$ cat config.mk
export PLATFORM = sky130hd
export DESIGN_NAME = dncnt_stage
export DESIGN_NICKNAME = d
export VERILOG_FILES = /design/src/rtl/dncnt_pkg.sv /design/src/rtl/dncnt_sync.sv /design/src/rtl/dncnt_strobe.sv /design/src/rtl/dncnt_core.sv /design/src/rtl/dncnt_stage.sv
export SDC_FILE = /design/constraint.sdc
export NUM_CORES = 1
export LEC_CHECK = 0
export BUFFER_PORTS_ARGS = -buffer_cell sky130_fd_sc_hd__buf_2
export CORE_AREA = 3 3 40 42
export DETAILED_ROUTE_END_ITERATION = 7
export DIE_AREA = 0 0 43 45
export GPL_ROUTABILITY_DRIVEN = 0
export PLACE_DENSITY_LB_ADDON = 0.08
export SYNTH_ARGS = -nofsm -noshare
export SYNTH_HDL_FRONTEND = slang
export SYNTH_HIERARCHICAL = 1
export SYNTH_SLANG_ARGS = --single-unit
$ cat constraint.sdc
create_clock -name clk -period 4.9 [get_ports clk]
set_input_delay 0 -clock clk [delete_from_list [all_inputs] [get_ports clk]]
set_output_delay 0 -clock clk [all_outputs]
set_load 0.1 [all_outputs]
$ cat src/rtl/dncnt_pkg.sv
package dncnt_pkg;
   typedef enum logic {
      RADIX_BIN = 1'b0,
      RADIX_DEC = 1'b1
   } radix_e;
endpackage

$ cat src/rtl/dncnt_sync.sv
module dncnt_sync #(
   parameter int STAGES = 2
) (
   input  logic clk,
   input  logic clr,
   input  logic d,
   output logic q
);
   generate
      if (STAGES < 2) begin : g_bad_depth
         $error("dncnt_sync: STAGES must be at least 2");
      end
   endgenerate

   logic [STAGES-1:0] chain;

   always_ff @(posedge clk or posedge clr) begin
      if (clr) chain <= '0;
      else     chain <= {chain[STAGES-2:0], d};
   end

   assign q = chain[STAGES-1];
endmodule

$ cat src/rtl/dncnt_strobe.sv
module dncnt_strobe #(
   parameter int STAGES = 2
) (
   input  logic clk,
   input  logic clr,
   input  logic tick_s,
   input  logic inh_s,
   output logic step
);
   localparam int GUARD_INIT = STAGES + 1;
   localparam int GW = $clog2(GUARD_INIT + 1);

   logic          tick_q, inh_q;
   logic [GW-1:0] guard;
   logic          rise, fall;

   always_ff @(posedge clk or posedge clr) begin
      if (clr) begin
         tick_q <= 1'b0;
         inh_q  <= 1'b0;
         guard  <= GW'(GUARD_INIT);
      end else begin
         tick_q <= tick_s;
         inh_q  <= inh_s;
         if (guard != '0) guard <= guard - GW'(1);
      end
   end

   assign rise = tick_s & ~tick_q;
   assign fall = ~inh_s & inh_q;
   assign step = (guard == '0) & ((rise & ~inh_s) | (fall & tick_s));

   // an inhibit held high over two samples lets no tick through
   assert_inhibit_blocks_R4: assert property (@(posedge clk) disable iff (clr)
      (inh_s && inh_q) |-> !step);
endmodule

$ cat src/rtl/dncnt_core.sv
module dncnt_core
   import dncnt_pkg::*;
#(
   parameter radix_e RADIX = RADIX_BIN,
   parameter int     CNT_W = 4
) (
   input  logic             clk,
   input  logic             clr,
   input  logic             load,
   input  logic [CNT_W-1:0] load_val,
   input  logic             step,
   output logic [CNT_W-1:0] cnt
);
   localparam logic [CNT_W-1:0] WRAP_VAL =
      (RADIX == RADIX_DEC) ? CNT_W'(9) : {CNT_W{1'b1}};

   logic [CNT_W-1:0] nxt;

   generate
      if (RADIX == RADIX_DEC) begin : g_dec
         if (CNT_W != 4) begin : g_bad_width
            $error("dncnt_core: decimal radix needs CNT_W of 4");
         end
         assign nxt = (cnt == '0) ? WRAP_VAL : cnt - CNT_W'(1);
      end else begin : g_bin
         assign nxt = cnt - CNT_W'(1);
      end
   endgenerate

   always_ff @(posedge clk or posedge clr) begin
      if (clr)       cnt <= '0;
      else if (load) cnt <= load_val;
      else if (step) cnt <= nxt;
   end

   always @(posedge clk) begin
      if (clr) assert_clear_R1: assert (cnt == '0);
   end

   assert_load_R2: assert property (@(posedge clk) disable iff (clr)
      load |=> cnt == $past(load_val));

   assert_step_R3: assert property (@(posedge clk) disable iff (clr)
      (step && !load && cnt != '0) |=> cnt == $past(cnt) - CNT_W'(1));

   assert_wrap_R6_R7: assert property (@(posedge clk) disable iff (clr)
      (step && !load && cnt == '0) |=> cnt == WRAP_VAL);

   assert_hold_R11: assert property (@(posedge clk) disable iff (clr)
      (!step && !load) |=> $stable(cnt));
endmodule

$ cat src/rtl/dncnt_stage.sv
module dncnt_stage
   import dncnt_pkg::*;
#(
   parameter radix_e RADIX       = RADIX_BIN,
   parameter int     CNT_W       = 4,
   parameter int     SYNC_STAGES = 2
) (
   input  logic             clk,
   input  logic             clr,
   input  logic             tick_in,
   input  logic             inhibit,
   input  logic             load_en,
   input  logic [CNT_W-1:0] load_val,
   input  logic             chain_fb,
   output logic [CNT_W-1:0] cnt,
   output logic             at_zero
);
   generate
      if (CNT_W < 2) begin : g_bad_cnt_w
         $error("dncnt_stage: CNT_W must be at least 2");
      end
   endgenerate

   logic tick_s, inh_s, step;

   dncnt_sync #(.STAGES(SYNC_STAGES)) u_sync_tick (
      .clk(clk), .clr(clr), .d(tick_in), .q(tick_s));

   dncnt_sync #(.STAGES(SYNC_STAGES)) u_sync_inh (
      .clk(clk), .clr(clr), .d(inhibit), .q(inh_s));

   dncnt_strobe #(.STAGES(SYNC_STAGES)) u_strobe (
      .clk(clk), .clr(clr), .tick_s(tick_s), .inh_s(inh_s), .step(step));

   dncnt_core #(.RADIX(RADIX), .CNT_W(CNT_W)) u_core (
      .clk(clk), .clr(clr), .load(load_en), .load_val(load_val),
      .step(step), .cnt(cnt));

   assign at_zero = chain_fb ? (cnt == '0) : load_en;

   always @(posedge clk) begin
      if (clr && chain_fb) assert_clear_flag_R1: assert (at_zero);
   end

   // once the count sits at zero with feedback high, the flag stays up until a step or load
   assert_zero_flag_R9: assert property (@(posedge clk) disable iff (clr)
      (chain_fb && at_zero && !step && !load_en) |=> (!chain_fb || at_zero));
endmodule

### Yosys cells after proc, flatten, opt, wreduce, memory -nomap -nowiden

Cells that the tools add are included.

| storage, ports and cells | value |
|---|---|
| output and inout bits | 5 |
| bits in registers | 12 |
| input port bits | 10 |
| word-level logic and storage cells | 23 |

| cells by class | value |
|---|---|
| reductions and logical operators | 4 |
| bitwise gates (word level) | 8 |
| mux-type cells | 3 |
| add/subtract/negate cells | 2 |

Operator list:

| cell | number |
|---|---|
| two-way mux 4 bit | 2 |
| AND 1 bit | 5 |
| logical NOT 4 bit | 1 |
| nonzero test 2 bit | 2 |
| subtractor 4 x 1 -> 4 bit (second input constant) | 1 |
| logical NOT 2 bit | 1 |
| inverter 1 bit | 2 |
| subtractor 2 x 1 -> 2 bit (second input constant) | 1 |
| two-way mux 1 bit | 1 |
| bitwise OR 1 bit | 1 |

### Longest topological paths before layout

Gate-level depths: netlist (run 1).

| depth | value |
|---|---|
| depth in word-level cells | 7 |
| depth in mapped cells | 7 |
| depth with buffers taken out | 7 |

### Cells and area by module

The synthesis (run 1) kept the hierarchy.

Modules (own cells, without submodules):

| module | seq. area each (um^2) | cells each | area an instance (um^2) | times used |
|---|---|---|---|---|
| dncnt_core | 100.1 | 22 | 224.0 | 1 |
| dncnt_strobe | 102.6 | 13 | 165.2 | 1 |
| dncnt_sync | 50.0 | 3 | 53.8 | 2 |
| dncnt_stage | 0.0 | 2 | 17.5 | 1 |

### Least setup slack after synthesis (run 1)

OpenSTA, ideal clock, no wires.

| path | value |
|---|---|
| path type | register to register |
| from | register u_core.cnt[0] |
| to | register u_core.cnt[1] |
| library setup time | 0.083 ns |
| stages on the path, launching flop included | 6 |
| data required time | 4.817 ns |
| path buffers | 0 |
| arrival | 1.671 ns |
| slack | 3.146 ns |
| period minus slack after synthesis | 1.754 ns |
| path through | dfrtp_1 inv_1 ha_1 nand2_1 o21ai_0 o21ai_0 |

| between the ends | value |
|---|---|
| word-level cells in the longest chain between the ends | 3 |

RTL lines:

| element | line | text |
|---|---|---|
| start, declared | dncnt_core.sv:12 | `output logic [CNT_W-1:0] cnt` |
| start signal, assigned | dncnt_core.sv:32 | `else if (load) cnt <= load_val;` |
| start signal, assigned | dncnt_core.sv:33 | `else if (step) cnt <= nxt;` |
| subtractor 4 x 1 -> 4 bit | dncnt_core.sv:26 | `assign nxt = cnt - CNT_W'(1);` |
| two-way mux 4 bit | dncnt_core.sv:33 |  |
| two-way mux 4 bit | dncnt_core.sv:32 |  |

Every way passes these cells. The select of a mux whose other input is x is not followed.
A chain may end at the register's enable or synchronous reset.

### Worst setup path after layout (run 1)

| path | value |
|---|---|
| from | register u_strobe.guard[0] |
| to | register u_core.cnt[3] |

| between the ends | value |
|---|---|
| word-level cells in the longest chain between the ends | 3 |

RTL lines:

| element | line | text |
|---|---|---|
| start, declared | dncnt_strobe.sv:14 | `logic [GW-1:0] guard;` |
| start signal, assigned | dncnt_strobe.sv:21 | `guard <= GW'(GUARD_INIT);` |
| start signal, assigned | dncnt_strobe.sv:25 | `if (guard != '0) guard <= guard - GW'(1);` |
| logical NOT 2 bit | dncnt_strobe.sv:31 | `assign step = (guard == '0) & ((rise & ~inh_s) \| (fall & tick_s));` |
| AND 1 bit | dncnt_strobe.sv:31 |  |
| via step | dncnt_stage.sv:24 | `logic tick_s, inh_s, step;` |
| nonzero test 2 bit (no line) | - |  |

The timed path passes the listed nets, and every way through them passes these cells.

==> results of run 1 <==
cell type report:
cell class | instances | area [sq um]
Tap cell | 15 | 18.8
Timing Repair Buffer | 21 | 140
Sequential cell | 12 | 303
Multi-Input combinational cell | 23 | 181
Inverter | 8 | 30.0
Clock buffer | 4 | 36.3
Fill cell | 107 | 576
sequential cells by signal (all words and copies together) (netlist names):
name and cells:
u_strobe/tick_q 1, u_strobe/guard 2, u_strobe/inh_q 1, u_sync_tick/chain 2, u_core/cnt 4, u_sync_inh/chain 2
path summary, 6_finish.rpt:
check / start / endpoint / slack [ns] / cells after the start
worst max register to register: u_strobe/guard[0] / u_core/cnt[3] / 3.19 / 7
max in group asynchronous: clr / u_strobe/guard[1] / 4.49 / 3
worst max-delay path: u_strobe/guard[0] / u_core/cnt[3] / 3.19 / 7
min in group asynchronous: clr / u_sync_inh/chain[0] / 0.15 / 3
worst min-delay path: load_en / u_core/cnt[1] / 0.02 / 2
worst min register to register: u_sync_inh/chain[0] / u_sync_inh/chain[1] / 0.35 / 0
kinds of logic after synthesis:
logic type	after synthesis	share of synthesized area
buffers and inverters	8	0.0584
multiplexers	3	0.0633
AND/OR/NAND/NOR	10	0.134
flip-flops	12	0.589
AO/OA/AOI/OAI	4	0.0389
adder cells (fa/ha/maj)	2	0.0487
XOR/XNOR	4	0.0681
where the power goes:
| group | switching [W] | internal, W | total, W |
|---|---|---|---|
| Clock | 0.0000316 | 0.0000451 | 0.0000766 |
| Sequential | 0.00000684 | 0.000105 | 0.000112 |
| Combinational | 0.0000465 | 0.0000168 | 0.0000633 |
synthesized netlist by cell type (all sizes together):
cell type	count	area, sq um
dfrtp	10	250
dfstp	2	52.6
ha	2	25.0
inv	8	30.0
mux2	2	22.5
mux2i	1	10.0
nand2	6	22.5
nor2b	1	6.26
nor3	1	10.0
nor4	1	6.26
nor4b	1	23.8
o21ai	4	20.0
xnor2	2	17.5
xor2	2	17.5
per-stage QoR:
step,worst slack (ns),total power (W),hold slack (ns),utilization
global route,3.02,0.000268,0.0422,0.552
finish,3.19,0.000252,0.0180,0.552
CTS,3.16,0.000257,0.0115,0.552
floorplan,3.15,0.000161,-0.259,-
detailed placement,3.18,0.000174,-0.116,0.469
global placement,3.21,0.000174,-0.115,0.469
routing by layer:
layer | GRT usage | wire length, um | part of all wire
met5 | 0 | 0 | 0
met4 | 0.0723 | 9 | 0.011
met3 | 0.0359 | 31 | 0.037
met2 | 0.162 | 391 | 0.46
met1 | 0.124 | 413 | 0.49
worst register-to-register path: stages (launching register included):
cell	delay, ns
sky130_fd_sc_hd__dfstp_2	0.38
sky130_fd_sc_hd__inv_1	0.05
sky130_fd_sc_hd__ha_1	0.21
sky130_fd_sc_hd__nand2_1	0.08
sky130_fd_sc_hd__nor3_2	0.26
sky130_fd_sc_hd__nor4b_4	0.27
sky130_fd_sc_hd__xor2_1	0.10
sky130_fd_sc_hd__mux2_2	0.26
what timing repair did:
| action | in CTS | in global routing |
|---|---|---|
| hold endpoints to repair | 18 | 0 |
| buffers inserted | 0 | 0 |
| hold buffers | 7 | 0 |
==> summary.txt, run 1 <==
CTS
  – Clock-pin slew on the worst setup and hold paths: 0.08 ns
  – Clock sink total: 12
  – Clock tree from TritonCTS: yes
  – Quantity of gates resized following cts: 0
  – H-Tree Depth: 1
  – Clk buf depth: 2
  – Worst skew pair latency: 0.26 ns
  – Root buffer cell: sky130_fd_sc_hd__clkbuf_4
  – Cts bufs inserted: 3

Placement
  – DPL Wire Length: 622 um
  – Placed cell areas: 603 sq um
  – Count of buffers from port buffering: 14
  – Total instance count after detailed placement: 72

Logic synthesis
  – Net count after synthesis: 55
  – Seq/Total Area, Yosys: 0.589
  – Synthesis warning total: 6
  – Synthesized instance count: 43
  – FF+latch count, synth: 12
  – Cell area after synthesis: 514 sq um
  – Number of library cell types mapped by synthesis: 14
  – Synthesized area per cell: 12.0 sq um

Pwr
  – Cell area power density: 356 nW/um^2
  – Leakage component of the power: 0.350 nW
  – IR drop worst, VDD: 187 uV

Timing
  – Setup-violating endpoint count in the final report: 0
  – Setup skew after layout: 0.00267 ns
  – Worst-margin pin slew: 0.487 ns
  – Number of hold violations in the final report: 0
  – Accumulated negative setup slack: 0 ns
  – Period minus WS final: 1.71 ns
  – Max-Slew Margin vs Limit: 0.678
  – Setup repair after global routing missed its margin: false
  – Highest Clock Rate: 0.585 GHz
  – Post-route fraction of the period consumed by the critical path: 0.349
  – Number of pins with negative max-slew slack in the final report: 0

Route
  – Number of vias after detailed routing: 349
  – Number of design rule violations left after detail routing: 0
  – Wire per inst: 10.2 um
  – Total length of routed wires: 845 um
  – Iter 0 DRT Violations: 2
  – Routed via count divided by cell count: 4.20
  – Detailed Routing Iterations Pass 1: 3
  – Number of nets with antenna violations after routing: 0

Layout
  – Area growth syn-to-layout: 38.0%
  – Layout Nets: 81
  – Layout Cells excl Fill: 83
  – Final cell area excluding filler cells: 709 sq um
  – Commonest non-fill, non-tap cells in the layout: sky130_fd_sc_hd__buf_2, sky130_fd_sc_hd__dfrtp_1, sky130_fd_sc_hd__inv_1, sky130_fd_sc_hd__dlygate4sd3_1, sky130_fd_sc_hd__nand2_1
  – Share of final-layout standard cells stronger than drive strength 1: 0.353
  – Most common cell after layout, fill and taps aside: sky130_fd_sc_hd__buf_2
  – Final antenna diode count: 0

Run status
  – Run status: finished clean

Floorplanning
  – Starting Density: 0.400
  – Floorplan die area: 1940 sq um
  – Chip width: 43 um
  – Height of the chip: 45 um
  – Top-Level Pins: 15
  – Core area: 1280 sq um
  – Count of standard-cell rows: 13

Setup path
  – Kind of launch point of the worst setup path: register
  – Peak fanout along the critical path: 5
  – Crit-path cells: inv_1 > ha_1 > nand2_1 > nor3_2 > nor4b_4 > xor2_1 > mux2_2
  – CP required: 5.06 ns
  – Endpoint type of the worst setup path: register
  – Type of the worst setup path: register to register
  – Slowest cell delay on critical path: 0.38 ns
  – Data arrival, critical path: 1.87 ns
  – Slowest library cell on the worst path: sky130_fd_sc_hd__dfstp_2
  – Count of buffer and inverter cells on the critical path: 1
  – Family with the most delay on the worst path: simple AND/OR/NAND/NOR gates

Global routing
  – Number of global-route vias before repair: 355
  – Total global-route track usage: 0.105
  – Total overflow reported by the global router: 0
  – Number of antenna violations at the first check in global routing: 0
  – Wire length of the first global-routing pass: 1.40 mm
  – Maximum number of pins on one net before global-route repair: 9

Flow run
  – Max-cap violation count: 0

Min path
  – Worst hold-check path type: input pin to register
Power figures use the tool's default switching activity.
==> run 2, diff against run 1 <==
- clock period: 4.9 -> 1.6 ns (I/O delays scaled with it)
==> summary.txt, run 2 (synthesized netlist as in run 1, its figures left out) <==
CTS
  – Cts bufs inserted: 3
  – Clk buf depth: 2
  – H-Tree Depth: 1
  – Root buffer cell: sky130_fd_sc_hd__clkbuf_4
  – Worst skew pair latency: 0.27 ns
  – Clock-pin slew on the worst setup and hold paths: 0.08 ns
  – Clock sink total: 12
  – Clock tree from TritonCTS: yes

Setup path
  – Peak fanout along the critical path: 3
  – CP required: 1.76 ns
  – Type of the worst setup path: register to register
  – Kind of launch point of the worst setup path: register
  – Data arrival, critical path: 1.72 ns
  – Endpoint type of the worst setup path: register

Route
  – Number of nets with antenna violations after routing: 0
  – Wire per inst: 12.2 um
  – Routed via count divided by cell count: 4.32
  – Total length of routed wires: 1.04 mm
  – Iter 0 DRT Violations: 5
  – Number of vias after detailed routing: 367
  – Number of design rule violations left after detail routing: 0
  – Detailed Routing Iterations Pass 1: 3

Timing
  – Highest Clock Rate: 0.642 GHz
  – Max-Slew Margin vs Limit: 0.676
  – Number of hold violations in the final report: 0
  – Setup repair after global routing missed its margin: true
  – Setup-violating endpoint count in the final report: 0
  – Accumulated negative setup slack: 0 ns
  – Worst-margin pin slew: 0.490 ns
  – Period minus WS final: 1.56 ns
  – Post-route fraction of the period consumed by the critical path: 0.973
  – Setup skew after layout: 0.00683 ns
  – Number of pins with negative max-slew slack in the final report: 0
  – Worst Slack Setup Final: 0.0427 ns

Pwr
  – Switching portion of total power: 0.339
  – Cell area power density: 1030 nW/um^2
  – Leakage component of the power: 0.373 nW
  – Internal power summed over all cells: 0.000529 W
  – Reg power frac: 0.437
  – Part of the total power dissipated in the clock network: 0.296
  – Proportion of power drawn by combinational gates: 0.268
  – IR drop worst, VDD: 468 uV
  – Switching Power: 0.000272 W

Layout
  – Final cell area excluding filler cells: 777 sq um
  – Commonest non-fill, non-tap cells in the layout: sky130_fd_sc_hd__buf_2, sky130_fd_sc_hd__dlygate4sd3_1, sky130_fd_sc_hd__dfrtp_1, sky130_fd_sc_hd__inv_1, sky130_fd_sc_hd__nand2_1
  – Share of final-layout standard cells stronger than drive strength 1: 0.471
  – Most common cell after layout, fill and taps aside: sky130_fd_sc_hd__buf_2
  – Number of flip-flops under the largest register name: 4
  – Layout Cells excl Fill: 85
  – Area growth syn-to-layout: 51.1%
  – Reg with most FFs: u_core/cnt
  – Layout Nets: 83
  – Final antenna diode count: 0

Floorplanning
  – Chip width: 43 um
  – Floorplan die area: 1940 sq um
  – Core area: 1280 sq um
  – Top-Level Pins: 15
  – Starting Density: 0.400
  – Height of the chip: 45 um
  – Count of standard-cell rows: 13

Placement
  – Total instance count after detailed placement: 73
  – Placed cell areas: 644 sq um
  – Count of buffers from port buffering: 14
  – Setup slack after placement: 0.0253 ns
  – DPL Wire Length: 704 um

Global routing
  – Wire length of the first global-routing pass: 1.55 mm
  – Total overflow reported by the global router: 0
  – Total global-route track usage: 0.116
  – Number of global-route vias before repair: 360
  – Maximum number of pins on one net before global-route repair: 9
  – Number of antenna violations at the first check in global routing: 0

Run status
  – Run status: finished clean

Flow run
  – Max-cap violation count: 0

Min path
  – Worst hold-check path type: input pin to register
run 2: cell types whose count changed in the layout (fill, tap and decap cells not counted), sizes merged:
cell,change
buf,+2
run 2: cell type report:
type                            count  area (sq um)
Fill cell                         116           508
Sequential cell                    12           307
Multi-Input combinational cell     23           215
Timing Repair Buffer               23           170
Clock buffer                        4          36.3
Inverter                            8          30.0
Tap cell                           15          18.8
run 2: path summary, 6_finish.rpt:
| kind | slack (ns) | from | cells past startpoint | end |
|---|---|---|---|---|
| max in group asynchronous | 1.19 | clr | 3 | u_strobe/guard[0] |
| worst max register to register | 0.04 | u_strobe/guard[1] | 7 | u_core/cnt[3] |
| min in group asynchronous | 0.16 | clr | 3 | u_sync_tick/chain[0] |
| worst min register to register | 0.36 | u_sync_inh/chain[0] | 0 | u_sync_inh/chain[1] |
| worst min-delay path | 0.02 | load_en | 2 | u_core/cnt[0] |
| worst max-delay path | 0.04 | u_strobe/guard[1] | 7 | u_core/cnt[3] |
run 2: metrics by stage:
stage | hold WS, ns | power (W) | utilization
global placement | -0.116 | 0.000550 | 0.501
global route | 0.0251 | 0.000842 | 0.605
floorplan | -0.259 | 0.000500 | -
detailed placement | -0.110 | 0.000551 | 0.501
finish | 0.0231 | 0.000801 | 0.605
CTS | 0.00843 | 0.000805 | 0.584
run 2: critical path: stages (launching register included):
cell	delay (ns)
sky130_fd_sc_hd__dfstp_2	0.37
sky130_fd_sc_hd__inv_2	0.07
sky130_fd_sc_hd__ha_4	0.15
sky130_fd_sc_hd__nand2_4	0.05
sky130_fd_sc_hd__nor3_4	0.22
sky130_fd_sc_hd__nor4b_4	0.23
sky130_fd_sc_hd__xor2_1	0.10
sky130_fd_sc_hd__mux2_4	0.27
run 2: what timing repair did:
item                       4_1_cts  5_1_grt
hold endpoints to repair        18        0
resized for setup                0        5
hold buffers                     7        0
buffers inserted                 0        1
setup endpoints to repair        0        1
run 2: power by group through the flow:
stage,Combinational (W),Clock (W),Sequential (W)
2_1_floorplan,0.0000613,0,0.000439
5_1_grt,0.000227,0.000262,0.000352
3_5_place_dp,0.000197,0,0.000354
4_1_cts,0.000210,0.000246,0.000348
6_report,0.000214,0.000237,0.000350
3_3_place_gp,0.000196,0,0.000354
run 2: per-layer routing:
metal / GRT usage / part of all wire / up-vias
met4: 0.0904 / 0 / 0
li1: - / - / 189
met1: 0.145 / 0.46 / 172
met2: 0.168 / 0.52 / 6
met3: 0.0359 / 0.023 / 0
met5: 0 / 0 / -
